## config.mk

```make
export PLATFORM = sky130hd
export DESIGN_NAME = pwm_unit
export DESIGN_NICKNAME = d
export VERILOG_FILES = /design/src/rtl/pwm_pkg.sv /design/src/rtl/pwm_core.sv /design/src/rtl/pwm_pair.sv /design/src/rtl/pwm_shutdown.sv /design/src/rtl/pwm_unit.sv
export SDC_FILE = /design/constraint.sdc
export NUM_CORES = 1
export LEC_CHECK = 0
export BUFFER_PORTS_ARGS = -buffer_cell sky130_fd_sc_hd__buf_2
export CAP_MARGIN = 20
export CORE_ASPECT_RATIO = 1.2
export CORE_MARGIN = 4
export CORE_UTILIZATION = 45
export CTS_CLUSTER_SIZE = 8
export DETAILED_ROUTE_END_ITERATION = 10
export PLACE_DENSITY_LB_ADDON = 0.3
export SLEW_MARGIN = 20
export SYNTH_ARGS = -nofsm -noshare
export SYNTH_HDL_FRONTEND = slang
export SYNTH_HIERARCHICAL = 1
export SYNTH_SLANG_ARGS = --single-unit
```

## constraint.sdc

```tcl
create_clock -name clk -period 21.8 [get_ports clk]
set_input_delay 4.36 -clock clk [delete_from_list [all_inputs] [get_ports clk]]
set_output_delay 4.36 -clock clk [all_outputs]
set_load 0.05 [all_outputs]
```

## src/rtl/pwm_pkg.sv

```systemverilog
package pwm_pkg;
  localparam int unsigned NUM_SRC = 4;
  localparam int unsigned SRC_W   = $clog2(NUM_SRC);

  typedef enum logic [SRC_W-1:0] {
    SRC_A  = 2'd0,
    SRC_B  = 2'd1,
    SRC_SA = 2'd2,
    SRC_SB = 2'd3
  } pwm_src_e;
endpackage

```

## src/rtl/pwm_core.sv

```systemverilog
module pwm_core #(
  parameter int unsigned W = 8
) (
  input  logic         clk,
  input  logic         rst_n,
  input  logic         en,
  input  logic         center,
  input  logic         pol,
  input  logic         tick,
  input  logic [W-1:0] sh_per,
  input  logic [W-1:0] sh_dty,
  output logic         pin
);
  logic [W-1:0] cnt_q, cnt_d;
  logic [W-1:0] per_q, per_d;
  logic [W-1:0] dty_q, dty_d;
  logic         down_q, down_d;
  logic [W:0]   cnt_inc;
  logic         top_hit;
  logic         active;

  assign cnt_inc = {1'b0, cnt_q} + (W+1)'(1);
  assign top_hit = cnt_inc >= {1'b0, per_q};

  always_comb begin
    cnt_d  = cnt_q;
    per_d  = per_q;
    dty_d  = dty_q;
    down_d = down_q;
    if (!en) begin
      cnt_d  = '0;
      down_d = 1'b0;
      per_d  = sh_per;
      dty_d  = sh_dty;
    end else if (tick) begin
      if (!center) begin
        down_d = 1'b0;
        if (top_hit) begin
          cnt_d = '0;
          per_d = sh_per;
          dty_d = sh_dty;
        end else begin
          cnt_d = cnt_inc[W-1:0];
        end
      end else if (!down_q) begin
        if (top_hit) down_d = 1'b1;
        else         cnt_d  = cnt_inc[W-1:0];
      end else begin
        if (cnt_q == '0) begin
          down_d = 1'b0;
          per_d  = sh_per;
          dty_d  = sh_dty;
        end else begin
          cnt_d = cnt_q - W'(1);
        end
      end
    end
  end

  always_ff @(posedge clk or negedge rst_n) begin
    if (!rst_n) begin
      cnt_q  <= '0;
      per_q  <= '0;
      dty_q  <= '0;
      down_q <= 1'b0;
    end else begin
      cnt_q  <= cnt_d;
      per_q  <= per_d;
      dty_q  <= dty_d;
      down_q <= down_d;
    end
  end

  assign active = cnt_q < dty_q;
  assign pin    = en & (pol ? active : ~active);


  cnt_in_range_chk: assert property (@(posedge clk) disable iff (!rst_n)
    en |-> (cnt_q < per_q || cnt_q == '0));


  shadow_hold_chk: assert property (@(posedge clk) disable iff (!rst_n)
    (en && $past(en) && cnt_q != '0) |-> ($stable(per_q) && $stable(dty_q)));
endmodule

```

## src/rtl/pwm_pair.sv

```systemverilog
module pwm_pair #(
  parameter int unsigned CW = 8
) (
  input  logic          clk,
  input  logic          rst_n,
  input  logic          cat,
  input  logic [1:0]    en,
  input  logic [1:0]    pol,
  input  logic [1:0]    center,
  input  logic [1:0]    tick,
  input  logic [2*CW-1:0] per,
  input  logic [2*CW-1:0] dty,
  output logic [1:0]    pin
);
  localparam int unsigned WW = 2 * CW;

  logic lo_pin, hi_pin, wide_pin;

  pwm_core #(.W(CW)) u_lo (
    .clk(clk), .rst_n(rst_n), .en(en[0] & ~cat), .center(center[0]),
    .pol(pol[0]), .tick(tick[0]), .sh_per(per[CW-1:0]),
    .sh_dty(dty[CW-1:0]), .pin(lo_pin)
  );

  pwm_core #(.W(CW)) u_hi (
    .clk(clk), .rst_n(rst_n), .en(en[1] & ~cat), .center(center[1]),
    .pol(pol[1]), .tick(tick[1]), .sh_per(per[WW-1:CW]),
    .sh_dty(dty[WW-1:CW]), .pin(hi_pin)
  );

  pwm_core #(.W(WW)) u_wide (
    .clk(clk), .rst_n(rst_n), .en(en[1] & cat), .center(center[1]),
    .pol(pol[1]), .tick(tick[1]), .sh_per(per), .sh_dty(dty),
    .pin(wide_pin)
  );

  always_comb begin
    if (cat) pin = {wide_pin, 1'b0};
    else     pin = {hi_pin, lo_pin};
  end


  cat_idle_pair_chk: assert property (@(posedge clk) disable iff (!rst_n)
    (cat && !en[1]) |-> (pin == 2'b00));
endmodule

```

## src/rtl/pwm_shutdown.sv

```systemverilog
module pwm_shutdown (
  input  logic clk,
  input  logic rst_n,
  input  logic sd_in,
  input  logic sd_clr,
  output logic force_o
);
  logic flag_q, flag_d;

  always_comb begin
    flag_d = flag_q;
    if (sd_in)       flag_d = 1'b1;
    else if (sd_clr) flag_d = 1'b0;
  end

  always_ff @(posedge clk or negedge rst_n) begin
    if (!rst_n) flag_q <= 1'b0;
    else        flag_q <= flag_d;
  end

  assign force_o = sd_in | flag_q;


  flag_latch_chk: assert property (@(posedge clk) disable iff (!rst_n)
    sd_in |=> flag_q);


  flag_clear_chk: assert property (@(posedge clk) disable iff (!rst_n)
    (!sd_in && sd_clr) |=> !flag_q);


  flag_keep_chk: assert property (@(posedge clk) disable iff (!rst_n)
    (flag_q && !sd_clr) |=> flag_q);
endmodule

```

## src/rtl/pwm_unit.sv

```systemverilog
module pwm_unit
  import pwm_pkg::*;
#(
  parameter int unsigned NUM_CH = 8,
  parameter int unsigned CW     = 8,
  localparam int unsigned NPAIR = NUM_CH / 2,
  localparam int unsigned AW    = $clog2(NUM_CH)
) (
  input  logic                    clk,
  input  logic                    rst_n,
  input  logic [NUM_SRC-1:0]      src_tick,
  input  logic [NUM_CH-1:0]       ch_en,
  input  logic [NUM_CH-1:0]       ch_pol,
  input  logic [NUM_CH-1:0]       ch_center,
  input  logic [SRC_W*NUM_CH-1:0] ch_src,
  input  logic [NPAIR-1:0]        pair_cat,
  input  logic                    wr_en,
  input  logic [AW:0]             wr_addr,
  input  logic [CW-1:0]           wr_data,
  input  logic                    sd_in,
  input  logic                    sd_clr,
  input  logic [NUM_CH-1:0]       sd_idle,
  output logic [NUM_CH-1:0]       pwm_out
);
  logic [1:0]             rsync_q;
  logic                   rst_ns;
  logic [NUM_CH*CW-1:0]   per_flat, dty_flat;
  logic [NUM_CH-1:0]      tick_v;
  logic [NUM_CH-1:0]      raw;
  logic [NUM_CH-1:0]      en_eff;
  logic                   sd_force;

  always_ff @(posedge clk or negedge rst_n) begin
    if (!rst_n) rsync_q <= 2'b00;
    else        rsync_q <= {rsync_q[0], 1'b1};
  end
  assign rst_ns = rsync_q[1];

  for (genvar c = 0; c < NUM_CH; c++) begin : g_chan
    logic [CW-1:0] per_q, per_d, dty_q, dty_d;
    logic          hit_per, hit_dty;
    pwm_src_e      sel;
    logic          tk;

    assign hit_per = wr_en && (wr_addr == {1'b0, AW'(c)});
    assign hit_dty = wr_en && (wr_addr == {1'b1, AW'(c)});

    always_comb begin
      per_d = per_q;
      dty_d = dty_q;
      if (hit_per) per_d = wr_data;
      if (hit_dty) dty_d = wr_data;
    end

    always_ff @(posedge clk or negedge rst_ns) begin
      if (!rst_ns) begin
        per_q <= '0;
        dty_q <= '0;
      end else begin
        per_q <= per_d;
        dty_q <= dty_d;
      end
    end

    assign per_flat[c*CW +: CW] = per_q;
    assign dty_flat[c*CW +: CW] = dty_q;

    always_comb begin
      sel = pwm_src_e'(ch_src[c*SRC_W +: SRC_W]);
      case (sel)
        SRC_A:   tk = src_tick[0];
        SRC_B:   tk = src_tick[1];
        SRC_SA:  tk = src_tick[2];
        default: tk = src_tick[3];
      endcase
    end
    assign tick_v[c] = tk;
  end

  for (genvar p = 0; p < NPAIR; p++) begin : g_pair
    pwm_pair #(.CW(CW)) u_pair (
      .clk    (clk),
      .rst_n  (rst_ns),
      .cat    (pair_cat[p]),
      .en     (ch_en[2*p +: 2]),
      .pol    (ch_pol[2*p +: 2]),
      .center (ch_center[2*p +: 2]),
      .tick   (tick_v[2*p +: 2]),
      .per    (per_flat[2*p*CW +: 2*CW]),
      .dty    (dty_flat[2*p*CW +: 2*CW]),
      .pin    (raw[2*p +: 2])
    );
    assign en_eff[2*p]   = ch_en[2*p] & ~pair_cat[p];
    assign en_eff[2*p+1] = ch_en[2*p+1];
  end

  pwm_shutdown u_sd (
    .clk     (clk),
    .rst_n   (rst_ns),
    .sd_in   (sd_in),
    .sd_clr  (sd_clr),
    .force_o (sd_force)
  );

  always_comb begin
    if (sd_force) pwm_out = sd_idle & en_eff;
    else          pwm_out = raw;
  end


  shutdown_force_chk: assert property (@(posedge clk) disable iff (!rst_ns)
    sd_in |-> ((pwm_out & en_eff) == (sd_idle & en_eff)));


  disabled_pin_low_chk: assert property (@(posedge clk) disable iff (!rst_ns)
    ((pwm_out & ~en_eff) == '0));
endmodule

```

==> flow_summary.yaml <==
status:
  outcome: "finished, final reports clean"
routing:
  dr.pass1.iters: 6
  drt-total-wl_microns: 91390
  postRouteAntennaNets: 0
  dr.first_iter.drc_count: 2232
  viasPerCell: 5.902
  wl_per_cell_microns: 19.46
  vias: 27720
  route.detailed.drc: 0
worst_setup_path:
  r2r_cells: 15
  critical_path_class: "in -> out"
  crit_end: "pwm_out[3]"
  regToRegStartpoint: "g_pair[2].u_pair/u_wide/cnt_q[0]$_DFFE_PN0P_"
  required_ns: 17.44
  crit_path_start_kind: "primary input"
  r2r_slack_ns: 16.85
  r2r_end: "g_pair[2].u_pair/u_wide/per_q[10]$_DFFE_PN0P_"
  crit_arrival_ns: 6.15
  end_kind: "primary output"
  startpoint: "pair_cat[1]"
  worst-path-max-fanout: 16
grt:
  use_met1: 0.2915
  grt_busiest_layer: "met2"
  antenna_found_initial: 9
  grt_overflow: 0
  grt_pass1_vias: 27010
  met3_usage: 0.03644
  grtUsageTotal: 0.2096
  grt_pass1_wl_microns: 147400
  grt_max_degree: 85
  grtUsageMet2: 0.3366
clock_network:
  cts_buffers: 76
  clkLatencyLatePin_ns: 0.61
  cts-resized-gates: 0
  cts_hold_buffers: 0
  h-tree-depth: 3
  root_buffer: "clkbuf_16"
  clockBufferDepth: 3
  cts_setup_buffers: 0
  clock-sinks: 527
  cts_tree: "yes"
  clk_pin_slew_ns: 0.05
logic_synthesis:
  yosysWarnings: 6
  synth-edff-count: 0
  syn_area_sq_um: 36630
  synthFlopType: "dfrtp_1"
  ys_top_cells_by_area: "dfrtp_1 36%, ha_1 9.6%, mux2_2 7.3%"
  syn_nets: 4004
  ys_types: 110
  muxShareOfSynthArea: 0.1489
  ys_seq_area_frac: 0.3600
  syn_inst: 3651
  yosys.area_share.simple: 0.1328
  synth_top_family_by_area: "compound AO/OA/AOI/OAI gates"
  synth-xor-area-share: 0.02893
  synthArstFlopShare: 1.000
  synth_largest_area_cell: "dfrtp_1"
  synth-compound-area-share: 0.1673
  postSynthAreaPerCell_sq_um: 10.03
  yosys.area.top_type_share: 0.3600
  yosys.area_share.adder: 0.09564
  ys_ff_latch: 527
power:
  power_per_cell_area_nw_per_um2: 79.82
  ir_drop_uv: 68.45
  leakage_nw: 18.43
layout:
  multiInputGateArea_sq_um: 21030
  fin_nets: 3990
  drive_gt1_frac: 0.2012
  regArea_sq_um: 13190
  synthToLayoutAreaGrowth_pct: 7.682
  final_common_cell: "dfrtp_1"
  fillers: 7418
  layout_common_cells: "526 x dfrtp_1, 343 x inv_1, 280 x ha_1"
run:
  cap_violations: 0
sta:
  worst-slew-pin-transition_ns: 1.139
  fmax_mhz: 95.17
  slew_viol_final: 0
  finalSetupTns_ns: 0
  hold_violations: 0
  post-route-period-util: 0.4820
  hold-worst-slack_ns: 0.3540
  skew_ns: 0.02980
  relSlewSlack: 0.2309
  rsz0062_at_grt: "false"
  post-route-min-period_ns: 10.51
  setup_viol: 0
placed_design:
  dp_hpwl_microns: 64360
  gp_congestion: 0.9015
  numPortBuffers: 80
die:
  core-area_sq_um: 80590
  io_pins: 81
  die_height_microns: 320.5
  row_count: 114
  die_area_sq_um: 86050
  start_util: 0.4545
  fp.dieW_microns: 268.5
worst_hold_path:
  min-delay-path-class: "reg -> reg"
-- where the power goes --
group | internal, W | switching, W | total (W)
combinational | 0.000378 | 0.000370 | 0.000748
sequential | 0.00117 | 0.000165 | 0.00134
clock | 0.000633 | 0.000428 | 0.00106
-- state kept, by name (all words and copies together), names as in the netlist, 2 cells and up --
register,count
g_pair.u_pair/u_wide/per_q,64
g_pair.u_pair/u_wide/cnt_q,64
g_chan.per_q,64
g_pair.u_pair/u_hi/cnt_q,32
g_pair.u_pair/u_hi/down_q,4
g_pair.u_pair/u_lo/dty_q,32
g_pair.u_pair/u_lo/down_q,4
g_pair.u_pair/u_wide/down_q,4
g_chan.dty_q,64
g_pair.u_pair/u_hi/per_q,32
g_pair.u_pair/u_wide/dty_q,64
rsync_q,2
g_pair.u_pair/u_lo/cnt_q,32
g_pair.u_pair/u_lo/per_q,32
g_pair.u_pair/u_hi/dty_q,32
-- worst min path at each step --
stage	from	end	slack, ns	cells after the start
2_1_floorplan	rsync_q[0]$_DFF_PN0_	rsync_q[1]$_DFF_PN0_	0.33	0
6_report	rsync_q[0]$_DFF_PN0_	rsync_q[1]$_DFF_PN0_	0.35	0
4_1_cts	rsync_q[0]$_DFF_PN0_	rsync_q[1]$_DFF_PN0_	0.36	0
3_5_place_dp	rsync_q[0]$_DFF_PN0_	rsync_q[1]$_DFF_PN0_	0.35	0
5_1_grt	rsync_q[0]$_DFF_PN0_	rsync_q[1]$_DFF_PN0_	0.37	0
3_3_place_gp	rsync_q[0]$_DFF_PN0_	rsync_q[1]$_DFF_PN0_	0.34	0
-- cells in the mapped netlist, drive strengths merged, types with 35 or more instances --
library cell / n
inv: 343
a31oi: 51
nand3: 119
clkbuf: 104
nor2: 158
ha: 280
nand2: 234
o22ai: 35
xnor2: 65
and3: 49
nand4: 58
a21oi: 170
o21ai: 215
nor3: 61
mux2: 398
nand2b: 44
buf: 85
xor2: 56
a21o: 67
dfrtp: 527
-- per-layer routing --
| layer | share of wire | vias up |
|---|---|---|
| met5 | 0.00036 | - |
| met4 | 0.024 | 4 |
| met3 | 0.060 | 145 |
| met2 | 0.47 | 823 |
| met1 | 0.45 | 13580 |
| li1 | - | 13170 |
-- critical path, cell delays in order --
cell	delay, ns
buf_2	0.18
and2_2	0.42
clkinv_1	0.38
nor2_1	0.20
mux2_4	0.15
inv_1	0.04
o21ai_0	0.13
buf_2	0.28
-- through the flow --
stage                     instance area, sq um  power, W    util  setup slack (ns)  std cells
after global routing                     39440  0.003342  0.4894             11.07       4694
after CTS                                39340  0.003183  0.4882             11.24       4688
final                                    39450  0.003148  0.4895             11.29       4696
after floorplan                          36630  0.001898       -             6.024       3651
after detailed placement                 37310  0.002098  0.4630             11.23       4599
after global placement                   37300  0.002074  0.4628             11.28       4598
-- layout make-up --
type / instances / area share
Antenna cell: 4 / 0.0002538
Multi-Input combinational cell: 2589 / 0.5331
Clock buffer: 83 / 0.05018
Inverter: 346 / 0.03293
Clock inverter: 6 / 0.001332
Tap cell: 1044 / 0.03312
Sequential cell: 527 / 0.3344
Timing Repair Buffer: 97 / 0.01469
-- cell families (layout without fill, tap and decap cells) --
| family | count (synthesis) | in the layout |
|---|---|---|
| xor gates and xnor gates | 121 | 121 |
| and+or+nand+nor | 891 | 891 |
| AOI/OAI and AO/OA | 868 | 868 |
| adders and majority gates | 280 | 280 |
| muxes | 428 | 428 |
| DFF | 527 | 527 |
| other | 1 | 5 |
| buffers and inverters | 535 | 532 |
(Power assumes the default switching activity.)
